$ cat src/rtl/cart_bank_pkg.sv
package cart_bank_pkg;

    // Address regions, indexed by cpu_addr[15:13].
    typedef enum logic [2:0] {
        RGN_ENABLE = 3'd0,  // 0x0000-0x1FFF: RAM key stores
        RGN_ROMSEL = 3'd1,  // 0x2000-0x3FFF: ROM page stores
        RGN_RAMSEL = 3'd2,  // 0x4000-0x5FFF: RAM page stores
        RGN_SPARE  = 3'd3,  // 0x6000-0x7FFF: stores ignored
        RGN_VIDEO  = 3'd4,  // 0x8000-0x9FFF: not cartridge
        RGN_XRAM   = 3'd5,  // 0xA000-0xBFFF: external RAM window
        RGN_WORK   = 3'd6,  // 0xC000-0xDFFF: not cartridge
        RGN_HIGH   = 3'd7   // 0xE000-0xFFFF: not cartridge
    } region_t;

    typedef enum logic {
        GATE_LOCKED = 1'b0,
        GATE_OPEN   = 1'b1
    } gate_state_t;

    localparam logic [7:0] UNLOCK_KEY = 8'h0A;
    localparam logic [7:0] IDLE_BYTE  = 8'hFF;

endpackage

$ cat src/rtl/cart_addr_decode.sv
module cart_addr_decode
    import cart_bank_pkg::*;
(
    input  logic [2:0] addr_hi,
    output region_t    region,
    output logic       rom_space,
    output logic       fixed_space
);
    always_comb begin
        region = RGN_HIGH;
        unique case (addr_hi)
            3'd0: region = RGN_ENABLE;
            3'd1: region = RGN_ROMSEL;
            3'd2: region = RGN_RAMSEL;
            3'd3: region = RGN_SPARE;
            3'd4: region = RGN_VIDEO;
            3'd5: region = RGN_XRAM;
            3'd6: region = RGN_WORK;
            3'd7: region = RGN_HIGH;
        endcase
    end

    assign rom_space   = ~addr_hi[2];
    assign fixed_space = ~addr_hi[2] & ~addr_hi[1];
endmodule

$ cat src/rtl/cart_bank_regs.sv
module cart_bank_regs #(
    parameter int ROM_BANK_W = 5,
    parameter int RAM_BANK_W = 2
) (
    input  logic                  clk,
    input  logic                  rst_n,
    input  logic                  rom_sel_wr,
    input  logic                  ram_sel_wr,
    input  logic [ROM_BANK_W-1:0] rom_req,
    input  logic [RAM_BANK_W-1:0] ram_req,
    output logic [ROM_BANK_W-1:0] rom_bank,
    output logic [RAM_BANK_W-1:0] ram_bank
);
    localparam logic [ROM_BANK_W-1:0] ROM_FIRST = ROM_BANK_W'(1);

    logic [ROM_BANK_W-1:0] rom_fixed;

    // A request of page zero is steered to page one.
    assign rom_fixed = (rom_req == '0) ? ROM_FIRST : rom_req;

    always_ff @(posedge clk or negedge rst_n) begin
        if (!rst_n) begin
            rom_bank <= ROM_FIRST;
            ram_bank <= '0;
        end else begin
            if (rom_sel_wr) rom_bank <= rom_fixed;
            if (ram_sel_wr) ram_bank <= ram_req;
        end
    end


    rom_bank_nonzero_chk: assert property (@(posedge clk) disable iff (!rst_n)
        rom_bank != '0);


    rom_bank_load_chk: assert property (@(posedge clk) disable iff (!rst_n)
        (rom_sel_wr && rom_req != '0) |=> rom_bank == $past(rom_req));


    rom_bank_zero_req_chk: assert property (@(posedge clk) disable iff (!rst_n)
        (rom_sel_wr && rom_req == '0) |=> rom_bank == ROM_FIRST);


    ram_bank_load_chk: assert property (@(posedge clk) disable iff (!rst_n)
        ram_sel_wr |=> ram_bank == $past(ram_req));
endmodule

$ cat src/rtl/cart_ram_gate.sv
module cart_ram_gate
    import cart_bank_pkg::*;
(
    input  logic       clk,
    input  logic       rst_n,
    input  region_t    region,
    input  logic       cpu_wr,
    input  logic [7:0] cpu_wdata,
    output logic       ram_open,
    output logic       ram_ce,
    output logic       ram_we
);
    gate_state_t state, state_nxt;
    logic        key_wr;
    logic        key_match;

    assign key_wr    = cpu_wr && (region == RGN_ENABLE);
    assign key_match = (cpu_wdata == UNLOCK_KEY);

    // State register
    always_ff @(posedge clk or negedge rst_n) begin
        if (!rst_n) state <= GATE_LOCKED;
        else        state <= state_nxt;
    end

    // Transitions: UNLOCK and RELOCK
    always_comb begin
        state_nxt = state;
        unique case (state)
            GATE_LOCKED: if (key_wr && key_match)  state_nxt = GATE_OPEN;
            GATE_OPEN:   if (key_wr && !key_match) state_nxt = GATE_LOCKED;
        endcase
    end

    // Outputs
    always_comb begin
        ram_open = 1'b0;
        ram_ce   = 1'b0;
        ram_we   = 1'b0;
        unique case (state)
            GATE_LOCKED: ;
            GATE_OPEN: begin
                ram_open = 1'b1;
                ram_ce   = (region == RGN_XRAM);
                ram_we   = (region == RGN_XRAM) && cpu_wr;
            end
        endcase
    end


    unlock_key_chk: assert property (@(posedge clk) disable iff (!rst_n)
        (key_wr && key_match) |=> ram_open);


    relock_chk: assert property (@(posedge clk) disable iff (!rst_n)
        (key_wr && !key_match) |=> !ram_open);


    we_needs_ce_chk: assert property (@(posedge clk) disable iff (!rst_n)
        ram_we |-> ram_ce);
endmodule

$ cat src/rtl/cart_bank_ctrl.sv
module cart_bank_ctrl
    import cart_bank_pkg::*;
#(
    parameter int ROM_BANK_W = 5,
    parameter int RAM_BANK_W = 2,
    localparam int ROM_ADDR_W = ROM_BANK_W + 14,
    localparam int RAM_ADDR_W = RAM_BANK_W + 13
) (
    input  logic                  clk,
    input  logic                  rst_n,
    input  logic [15:0]           cpu_addr,
    input  logic [7:0]            cpu_wdata,
    input  logic                  cpu_wr,
    output logic [7:0]            cpu_rdata,
    input  logic [7:0]            rom_rdata,
    output logic [ROM_ADDR_W-1:0] rom_addr,
    input  logic [7:0]            ram_rdata,
    output logic [RAM_ADDR_W-1:0] ram_addr,
    output logic                  ram_ce,
    output logic                  ram_we
);
    region_t               region;
    logic                  rom_space;
    logic                  fixed_space;
    logic                  ram_open;
    logic [ROM_BANK_W-1:0] rom_bank;
    logic [RAM_BANK_W-1:0] ram_bank;
    logic [ROM_BANK_W-1:0] rom_page;

    cart_addr_decode u_decode (
        .addr_hi     (cpu_addr[15:13]),
        .region      (region),
        .rom_space   (rom_space),
        .fixed_space (fixed_space)
    );

    cart_bank_regs #(
        .ROM_BANK_W (ROM_BANK_W),
        .RAM_BANK_W (RAM_BANK_W)
    ) u_regs (
        .clk        (clk),
        .rst_n      (rst_n),
        .rom_sel_wr (cpu_wr && (region == RGN_ROMSEL)),
        .ram_sel_wr (cpu_wr && (region == RGN_RAMSEL)),
        .rom_req    (cpu_wdata[ROM_BANK_W-1:0]),
        .ram_req    (cpu_wdata[RAM_BANK_W-1:0]),
        .rom_bank   (rom_bank),
        .ram_bank   (ram_bank)
    );

    cart_ram_gate u_gate (
        .clk       (clk),
        .rst_n     (rst_n),
        .region    (region),
        .cpu_wr    (cpu_wr),
        .cpu_wdata (cpu_wdata),
        .ram_open  (ram_open),
        .ram_ce    (ram_ce),
        .ram_we    (ram_we)
    );

    assign rom_page = fixed_space ? '0 : rom_bank;
    assign rom_addr = {rom_page, cpu_addr[13:0]};
    assign ram_addr = {ram_bank, cpu_addr[12:0]};

    always_comb begin
        if (rom_space)   cpu_rdata = rom_rdata;
        else if (ram_ce) cpu_rdata = ram_rdata;
        else             cpu_rdata = IDLE_BYTE;
    end


    fixed_window_chk: assert property (@(posedge clk) disable iff (!rst_n)
        (cpu_addr[15:14] == 2'b00) |-> rom_addr[ROM_ADDR_W-1:14] == '0);


    locked_ram_chk: assert property (@(posedge clk) disable iff (!rst_n)
        (!ram_open && cpu_addr[15:13] == 3'b101) |-> (cpu_rdata == IDLE_BYTE && !ram_we && !ram_ce));


    spare_store_chk: assert property (@(posedge clk) disable iff (!rst_n)
        (cpu_wr && cpu_addr[15:13] == 3'b011) |=> ($stable(rom_bank) && $stable(ram_bank) && $stable(ram_open)));
endmodule

$ cat config.mk
export PLATFORM = sky130hd
export DESIGN_NAME = cart_bank_ctrl
export DESIGN_NICKNAME = d
export VERILOG_FILES = /design/src/rtl/cart_bank_pkg.sv /design/src/rtl/cart_addr_decode.sv /design/src/rtl/cart_bank_regs.sv /design/src/rtl/cart_ram_gate.sv /design/src/rtl/cart_bank_ctrl.sv
export SDC_FILE = /design/constraint.sdc
export NUM_CORES = 1
export LEC_CHECK = 0
export BUFFER_PORTS_ARGS = -buffer_cell sky130_fd_sc_hd__buf_2
export CORE_UTILIZATION = 32
export CTS_CLUSTER_SIZE = 24
export DETAILED_ROUTE_END_ITERATION = 7
export PLACE_DENSITY = 0.9
export SLEW_MARGIN = 10
export SYNTH_ARGS = -nofsm -noshare
export SYNTH_HDL_FRONTEND = slang
export SYNTH_SLANG_ARGS = --single-unit
$ cat constraint.sdc
create_clock -name clk -period 1.2 [get_ports clk]
set_input_delay 0.12 -clock clk [delete_from_list [all_inputs] [get_ports clk]]
set_output_delay 0.12 -clock clk [all_outputs]
set_load 0.02 [all_outputs]
==> impl_metrics.py, run 1 <==
metrics = {
    "setup_path": {
        "r2r_cells": 2,
        "ff2ff_setup_slack_ns": 0.41,
        "crit_path_end_kind": "output port",
        "reg2reg_to": "u_regs.rom_bank[0]$_DFFE_PN1P_",
        "cp_data_arrival_time_ns": 1.23,
        "regToRegStartpoint": "u_regs.rom_bank[0]$_DFFE_PN1P_",
        "critPathMaxFanout": 10,
        "cp.required_ns": 1.08,
        "critPathKind": "reg2out",
        "start_kind": "register",
    },
    "detailed_routing": {
        "drc": 0,
        "drt_iter0_markers": 30,
        "vias_per_cell": 4.85,
        "drtPass1Iterations": 5,
        "ant_nets": 0,
        "wl_per_cell_um": 15.0,
        "vias": 606,
        "drt_wl_total_mm": 1.88,
    },
    "clock_network": {
        "clk_pin_slew_worst_paths_ns": 0.06,
        "htreeDepth": 1,
        "numCtsBuffers": 3,
        "cts_setup_buffers": 0,
        "cts_root_buffer": "clkbuf_4",
        "clock_sinks": 8,
        "clock_path_buffers": 2,
        "cts_tree": "yes",
        "clkLatencyLatePin_ns": 0.26,
    },
    "outcome": {
        "outcome": "complete, but fails checks",
        "failed_checks": "negative setup slack",
    },
    "synth": {
        "async_reset_ff_frac": 1.00,
        "synth_fp_nets": 116,
        "syn_inst": 73,
        "ys_warn_count": 0,
        "synth.area.top_cells": "buf_4 (28%), dfrtp_1 (25%), o22a_1 (9.8%), mux2_4 (8.4%), nor2b_1 (4.4%)",
        "ys_ff_latch": 8,
        "synth_cell_types": 18,
        "synth_area_um2": 714,
        "yosysTopAreaCell": "buf_4",
        "yosys-top-cells-count": "buf_4 (27), o22a_1 (8), dfrtp_1 (7), nor2b_1 (5)",
        "synth_edf_count": 0,
        "avgSynthCellArea_um2": 9.79,
        "ys.flop_type": "dfrtp_1",
        "yosysTopAreaCellShare": 0.284,
        "synth.most_common_cell": "buf_4",
        "ys_seq_area_frac": 0.282,
    },
    "global_routing": {
        "grt_start_max_net_pins": 11,
        "antenna_found_initial": 0,
        "grt_pass1_vias": 607,
        "grt_overflow": 0,
        "grt_use_total": 0.163,
        "grt_pass1_wl_mm": 3.04,
    },
    "timing": {
        "totalNegativeSetupSlack_ns": -1.14,
        "slew_headroom": 0.719,
        "clock_skew_ns": 0,
        "setup_ws_ns": -0.152,
        "fmax_mhz": 740,
        "finalSetupViolCount": 10,
        "period_needed_ns": 1.35,
        "hold-worst-slack_ns": 0.135,
        "finalHoldViolCount": 0,
        "rsz0062_at_grt": "yes",
        "slew_violations": 0,
        "worst_slew_pin_slew_ns": 0.421,
        "finalCritPeriodShare": 1.13,
    },
    "placed_design": {
        "postPlaceCellArea_um2": 786,
        "dp_hpwl_mm": 1.49,
        "portBuffers": 47,
        "placed_cells": 120,
        "gp_congestion": 0.745,
    },
    "min_path": {
        "whs_path_depth": 2,
        "worstHoldEndpoint": "u_regs.rom_bank[2]$_DFFE_PN0P_",
        "hold_path_startpoint": "cpu_wdata[2]",
        "hp-class": "in2reg",
    },
    "floorplanning": {
        "rows": 16,
        "die_x_um": 49.3,
        "initial_core_util": 0.353,
        "io_pins": 87,
        "die_area_mm2": 0.00243,
        "core_area_mm2": 0.00202,
        "die_h_um": 49.3,
    },
    "cells_and_area": {
        "nNetsFinal": 142,
        "fin_area_um2": 845,
        "diodes": 0,
        "stdcell_count": 125,
        "area_growth_pct": 18.2,
        "drive_gt1_frac": 0.633,
    },
    "power_and_ir_drop": {
        "p_leak_nw": 0.424,
        "power_density_mw_per_mm2": 1140,
        "irDropWorstVdd_v": 0.000618,
    },
    "job": {
        "drv_cap": 0,
    },
}
## routing by layer
layer	wire length, um	track usage	up-vias
li1	-	-	278
met1	726	0.194	277
met2	951	0.279	41
met3	168	0.0405	10
met4	29	0.0588	0
met5	0	0	-
## placed cells by master, fill, tap and decap left out, types with 2 or more instances in the layout
master	n
buf_2	44
buf_4	3
buf_6	2
clkbuf_4	3
dfrtp_1	7
inv_1	3
mux2_2	2
mux2_4	4
nor2_1	4
nor2b_1	4
nor4b_1	2
nor4b_2	2
o22a_1	8
## logic make-up after synthesis
group,count (synthesis),synth area share
compound gates,10,0.112
buf+inv,32,0.313
flops,8,0.282
mux,6,0.116
simple gates,17,0.177
## report_power, final
part	internal, W	switching (W)
Combinational	0.000186	0.000186
Clock	0.000128	0.000104
Sequential	0.000329	0.0000269
Total	0.000642	0.000317
## repair_timing
item | 4_1_cts | 5_1_grt
hold buffers | 1 | 0
resized for setup | 2 | 4
setup endpoints to repair | 10 | 11
endpoints found under the hold margin | 8 | 0
## worst max-delay path, cell delays in order (launching register included)
cell and delay, ns:
dfrtp_1 0.35, nand4b_1 0.12, buf_6 0.16, o22a_1 0.18
buf_2 0.16
## layout make-up
cell class / instances / area [um^2]
Inverter: 3 / 11.3
Multi-Input combinational cell: 33 / 297
Fill cell: 197 / 1180
Tap cell: 27 / 33.8
Timing Repair Buffer: 50 / 275
Clock buffer: 4 / 26.3
Sequential cell: 8 / 201
## worst max-delay path by stage
| stage | end | start | slack [ns] |
|---|---|---|---|
| after global routing | cpu_rdata[2] | register | -0.19 |
| after CTS | cpu_rdata[0] | register | -0.15 |
| after floorplan | ram_we | register | 0.11 |
| final | cpu_rdata[0] | register | -0.15 |
| after global placement | u_regs.rom_bank[4]$_DFFE_PN0P_ | cpu_addr[15] | 0.06 |
| after detailed placement | u_regs.rom_bank[4]$_DFFE_PN0P_ | cpu_addr[15] | 0.02 |
## metrics by stage
stage / power, W / utilization / setup slack (ns)
2_1_floorplan: 0.000690 / - / 0.108
3_3_place_gp: 0.000704 / 0.389 / 0.0626
3_5_place_dp: 0.000713 / 0.389 / 0.0208
4_1_cts: 0.000949 / 0.410 / -0.145
5_1_grt: 0.00102 / 0.418 / -0.192
6_report: 0.000959 / 0.418 / -0.152
Note: power is estimated with default switching activity, not from simulation.
==> inputs of run 2 (changes only) <==
--- a/config.mk
+++ b/config.mk
@@ -6,10 +6,11 @@
 export NUM_CORES = 1
 export LEC_CHECK = 0
 export BUFFER_PORTS_ARGS = -buffer_cell sky130_fd_sc_hd__buf_2
-export CORE_UTILIZATION = 32
+export CORE_UTILIZATION = 25
 export CTS_CLUSTER_SIZE = 24
 export DETAILED_ROUTE_END_ITERATION = 7
-export PLACE_DENSITY = 0.9
+export PLACE_DENSITY = 0.75
+export SKIP_LAST_GASP = 1
 export SLEW_MARGIN = 10
 export SYNTH_ARGS = -nofsm -noshare
 export SYNTH_HDL_FRONTEND = slang
==> impl_metrics.py, run 2 (synthesized netlist as in run 1, its figures left out) <==
metrics = {
    "power_and_ir_drop": {
        "p_int_w": 0.000643,
        "sequentialPowerShare": 0.381,
        "p_leak_nw": 0.423,
        "irDropWorstVdd_v": 0.000498,
        "power_density_mw_per_mm2": 1110,
        "swShare": 0.318,
        "power.switching_w": 0.000300,
        "comb_power_share": 0.394,
        "fin_total_pwr_w": 0.000943,
        "clockPowerShare": 0.225,
    },
    "timing": {
        "finalHoldViolCount": 0,
        "totalNegativeSetupSlack_ns": -1.13,
        "slew_headroom": 0.701,
        "setup_ws_ns": -0.149,
        "slew_violations": 0,
        "rsz0062_at_grt": "yes",
        "worst_slew_pin_slew_ns": 0.448,
        "finalSetupViolCount": 10,
        "finalCritPeriodShare": 1.12,
        "clock_skew_ns": 0,
        "fmax_mhz": 741,
        "period_needed_ns": 1.35,
    },
    "cells_and_area": {
        "drive_gt1_frac": 0.633,
        "n_fill_cell": 283,
        "diodes": 0,
        "mostFrequentLayoutCell": "buf_2",
        "area_growth_pct": 18.6,
        "mostFrequentLayoutCells": "buf_2 (45), o22a_1 (8), dfrtp_1 (7)",
        "nNetsFinal": 142,
    },
    "setup_path": {
        "critPathKind": "reg2out",
        "cp_slowest_stage_delay_ns": 0.35,
        "cp_top_family": "flip-flops",
        "critPathSlowestCell": "dfrtp_1",
        "crit_chain": "nand4b_1 > buf_6 > o22a_1 > buf_2",
        "cp.required_ns": 1.08,
        "crit_path_end_kind": "output port",
        "critPathBufInv": 2,
        "start_kind": "register",
        "cp_data_arrival_time_ns": 1.23,
        "critPathMaxFanout": 10,
    },
    "clock_network": {
        "cts_root_buffer": "clkbuf_4",
        "clock_sinks": 8,
        "cts_tree": "yes",
        "clock_path_buffers": 2,
        "numCtsBuffers": 3,
        "clkLatencyLatePin_ns": 0.25,
        "clk_pin_slew_worst_paths_ns": 0.06,
        "htreeDepth": 1,
    },
    "global_routing": {
        "grt_pass1_vias": 580,
        "grt_use_total": 0.110,
        "grt_overflow": 0,
        "antenna_found_initial": 0,
        "grt_start_max_net_pins": 11,
        "grt_pass1_wl_mm": 2.73,
    },
    "outcome": {
        "failed_checks": "negative setup slack",
        "outcome": "complete, but fails checks",
    },
    "floorplanning": {
        "core_area_mm2": 0.00273,
        "io_pins": 87,
        "die_area_mm2": 0.00308,
        "rows": 19,
        "die_x_um": 55.5,
        "die_h_um": 55.5,
        "initial_core_util": 0.261,
    },
    "detailed_routing": {
        "drt_wl_total_mm": 1.69,
        "drt_iter0_markers": 25,
        "vias": 571,
        "vias_per_cell": 4.43,
        "drtPass1Iterations": 4,
        "drc": 0,
        "ant_nets": 0,
        "wl_per_cell_um": 13.1,
    },
    "placed_design": {
        "gp_congestion": 0.719,
        "portBuffers": 47,
        "dp_hpwl_mm": 1.45,
    },
    "min_path": {
        "hp-class": "in2reg",
    },
    "job": {
        "drv_cap": 0,
    },
}
[run 2: routing by layer]
layer	GRT usage	part of all wire	vias up
met5	0	0	-
met4	0.0464	0.015	0
met3	0.0492	0.088	4
met2	0.169	0.50	22
met1	0.133	0.39	269
li1	-	-	276
[run 2: what timing repair did]
item / CTS / global route
hold buffers: 1 / 0
gates cloned: 0 / 0
buffers inserted: 0 / 0
endpoints found under the setup margin: 11 / 11
gates resized for setup: 4 / 2
endpoints found under the hold margin: 8 / 0
pin swaps: 0 / 0
[run 2: path summary, 6_finish.rpt]
| kind | from | to | slack [ns] | cells past startpoint |
|---|---|---|---|---|
| max | register | cpu_rdata[5] | -0.15 | 4 |
| max in group asynchronous | rst_n | u_regs.rom_bank[0]$_DFFE_PN1P_ | 0.69 | 2 |
| max reg2reg | u_regs.rom_bank[0]$_DFFE_PN1P_ | u_regs.rom_bank[0]$_DFFE_PN1P_ | 0.41 | 2 |
| min in group asynchronous | rst_n | u_regs.rom_bank[4]$_DFFE_PN0P_ | 0.25 | 2 |
| min | cpu_wdata[0] | u_regs.ram_bank[0]$_DFFE_PN0P_ | 0.14 | 2 |
| min reg2reg | u_regs.ram_bank[1]$_DFFE_PN0P_ | u_regs.ram_bank[1]$_DFFE_PN0P_ | 0.50 | 1 |
[run 2: metrics by stage]
step / hold slack [ns] / area [um^2] / setup slack [ns] / util / std cells
global placement: -0.0379 / 791 / 0.0541 / 0.289 / 124
CTS: 0.131 / 838 / -0.156 / 0.307 / 129
global route: 0.131 / 847 / -0.198 / 0.310 / 129
floorplan: -0.176 / 714 / 0.108 / - / 73
detailed placement: -0.0304 / 791 / 0.0226 / 0.289 / 124
finish: 0.140 / 847 / -0.149 / 0.310 / 129
[run 2: cell type report]
cell class / count / area, um^2 / area share
clock buffers: 4 / 26.3 / 0.0310
repair buffers: 50 / 273 / 0.322
flip-flops and latches: 8 / 201 / 0.238
inverters: 3 / 11.3 / 0.0133
well taps: 31 / 38.8 / 0.0458
multi-input cells: 33 / 297 / 0.350
[run 2: power groups by stage]
stage | clock network, W | logic (W) | registers (W)
floorplan | 0 | 0.000319 | 0.000371
global placement | 0 | 0.000348 | 0.000360
detailed placement | 0 | 0.000357 | 0.000362
CTS | 0.000222 | 0.000366 | 0.000358
global route | 0.000237 | 0.000399 | 0.000366
finish | 0.000212 | 0.000371 | 0.000359
[run 2: worst register-to-register path: cells and delay by family (launching register included)]
family,cells,cell delay [ns]
AO/OA/AOI/OAI,1,0.13
flip-flops,1,0.54
AND/OR/NAND/NOR,1,0.05
==> inputs of run 3 (changes only) <==
--- a/config.mk
+++ b/config.mk
@@ -6,10 +6,13 @@
 export NUM_CORES = 1
 export LEC_CHECK = 0
 export BUFFER_PORTS_ARGS = -buffer_cell sky130_fd_sc_hd__buf_2
-export CORE_UTILIZATION = 25
+export CELL_PAD_IN_SITES_DETAIL_PLACEMENT = 1
+export CELL_PAD_IN_SITES_GLOBAL_PLACEMENT = 1
+export CORE_UTILIZATION = 20
+export CTS_CLUSTER_DIAMETER = 200
 export CTS_CLUSTER_SIZE = 24
 export DETAILED_ROUTE_END_ITERATION = 7
-export PLACE_DENSITY = 0.75
+export PLACE_DENSITY = 0.88
 export SKIP_LAST_GASP = 1
 export SLEW_MARGIN = 10
 export SYNTH_ARGS = -nofsm -noshare
==> constraint.sdc (replaced) <==
create_clock -name clk -period 1.54 [get_ports clk]
set_input_delay 0.154 -clock clk [delete_from_list [all_inputs] [get_ports clk]]
set_output_delay 0.154 -clock clk [all_outputs]
set_load 0.02 [all_outputs]
==> impl_metrics.py, run 3 (synthesized netlist as in run 1, its figures left out) <==
metrics = {
    "outcome": {
        "outcome": "completed",
    },
    "setup_path": {
        "cp.required_ns": 1.39,
        "reg2reg_to": "u_regs.rom_bank[0]$_DFFE_PN1P_",
        "crit_path_end_kind": "output port",
        "crit_end": "cpu_rdata[4]",
        "r2r_cells": 2,
        "critPathKind": "reg2out",
        "cp_data_arrival_time_ns": 1.22,
        "start_kind": "register",
        "critPathMaxFanout": 10,
        "regToRegStartpoint": "u_regs.rom_bank[0]$_DFFE_PN1P_",
        "ff2ff_setup_slack_ns": 0.75,
    },
    "cells_and_area": {
        "stdcell_count": 143,
        "diodes": 0,
        "area_growth_pct": 17.3,
        "mostFrequentLayoutCell": "buf_2",
        "nNetsFinal": 141,
        "mostFrequentLayoutCells": "buf_2 (47), o22a_1 (8), dfrtp_1 (7)",
        "drive_gt1_frac": 0.619,
        "n_fill_cell": 422,
    },
    "placed_design": {
        "placed_cells": 137,
        "portBuffers": 47,
        "gp_congestion": 0.727,
        "dp_hpwl_mm": 1.55,
    },
    "power_and_ir_drop": {
        "power_density_mw_per_mm2": 865,
        "p_leak_nw": 0.408,
        "irDropWorstVdd_v": 0.000324,
    },
    "timing": {
        "rsz0062_at_grt": "no",
        "totalNegativeSetupSlack_ns": 0,
        "finalSetupViolCount": 0,
        "period_needed_ns": 1.38,
        "clock_skew_ns": 0,
        "fmax_mhz": 727,
        "slew_violations": 0,
        "slew_headroom": 0.744,
        "worst_slew_pin_slew_ns": 0.383,
        "finalCritPeriodShare": 0.893,
        "finalHoldViolCount": 0,
    },
    "job": {
        "drv_cap": 0,
    },
    "global_routing": {
        "grt_start_max_net_pins": 14,
        "grt_use_total": 0.105,
        "grt_pass1_vias": 596,
        "antenna_found_initial": 0,
        "grt_pass1_wl_mm": 2.83,
        "grt_overflow": 0,
    },
    "clock_network": {
        "cts_root_buffer": "clkbuf_4",
        "numCtsBuffers": 3,
        "clock_path_buffers": 2,
        "cts_tree": "yes",
        "clkLatencyLatePin_ns": 0.25,
        "clk_pin_slew_worst_paths_ns": 0.06,
        "htreeDepth": 1,
        "cts.repair.resized": 0,
        "clock_sinks": 8,
    },
    "detailed_routing": {
        "vias_per_cell": 3.97,
        "ant_nets": 0,
        "vias": 568,
        "drc": 0,
        "drt_iter0_markers": 6,
        "wl_per_cell_um": 13.2,
        "drt_wl_total_mm": 1.88,
        "drtPass1Iterations": 4,
    },
    "floorplanning": {
        "core_area_mm2": 0.00339,
        "initial_core_util": 0.211,
        "die_h_um": 61.8,
        "rows": 21,
        "io_pins": 87,
        "die_area_mm2": 0.00381,
        "die_x_um": 61.8,
    },
    "min_path": {
        "hp-class": "in2reg",
    },
}
==> run 3: changes by cell type in the layout (fill, tap and decap cells not counted) <==
cell / before / now
buf_6: 2 / 0
nor2b_1: 4 / 5
buf_2: 45 / 47
buf_4: 2 / 1
nor2b_4: 1 / 0
==> run 3: metal layers <==
metal	vias up	routed length, um	share of wire	track usage
li1	274	-	-	-
met1	266	682	0.36	0.125
met2	24	1000	0.53	0.166
met3	4	154	0.082	0.0518
met4	0	45	0.024	0.0317
met5	-	0	0	0
==> run 3: power by group <==
group	leakage, nW	switching [W]	internal (W)	total, W
registers	0.0963	0.0000212	0.000256	0.000277
logic	0.296	0.000143	0.000133	0.000276
clock network	0.0150	0.0000728	0.0000992	0.000172
==> run 3: worst max-delay path, cell delays in order (launching register included) <==
cell and delay [ns]:
dfrtp_1 0.35, nand4b_1 0.10, buf_4 0.19, o22a_1 0.18, buf_2 0.16
==> run 3: what timing repair did <==
action                                  in CTS  in global routing
hold buffers                                 1                  0
endpoints found under the setup margin       8                  0
endpoints found under the hold margin        8                  0
buffers inserted                             1                  0
==> run 3: worst min path at each step <==
stage | from | to | slack (ns) | cells past startpoint
final | cpu_wdata[2] | u_regs.rom_bank[2]$_DFFE_PN0P_ | 0.16 | 2
after global routing | cpu_wdata[2] | u_regs.rom_bank[2]$_DFFE_PN0P_ | 0.16 | 2
after CTS | cpu_wdata[2] | u_regs.rom_bank[2]$_DFFE_PN0P_ | 0.15 | 2
after detailed placement | rst_n | u_regs.ram_bank[0]$_DFFE_PN0P_ | 0.01 | 1
after global placement | rst_n | u_regs.ram_bank[0]$_DFFE_PN0P_ | 0.0005 | 1
after floorplan | rst_n | async pin | -0.14 | 0
==> run 3: per-stage QoR <==
step	setup WS (ns)	utilization	total power (W)	instance area, um^2	hold slack (ns)
3_3_place_gp	0.192	0.234	0.000550	795	0.000541
5_1_grt	0.0851	0.247	0.000779	838	0.161
2_1_floorplan	0.414	-	0.000538	714	-0.142
6_report	0.165	0.247	0.000725	838	0.157
3_5_place_dp	0.154	0.234	0.000558	795	0.0106
4_1_cts	0.174	0.247	0.000739	838	0.153
==> run 3: final cells by class <==
| type | count | area (um^2) | share of cell area |
|---|---|---|---|
| flip-flops and latches | 8 | 201 | 0.240 |
| clock buffers | 4 | 26.3 | 0.0313 |
| inverters | 3 | 11.3 | 0.0134 |
| well taps | 46 | 57.6 | 0.0687 |
| multi-input cells | 33 | 289 | 0.345 |
| repair buffers | 49 | 253 | 0.301 |
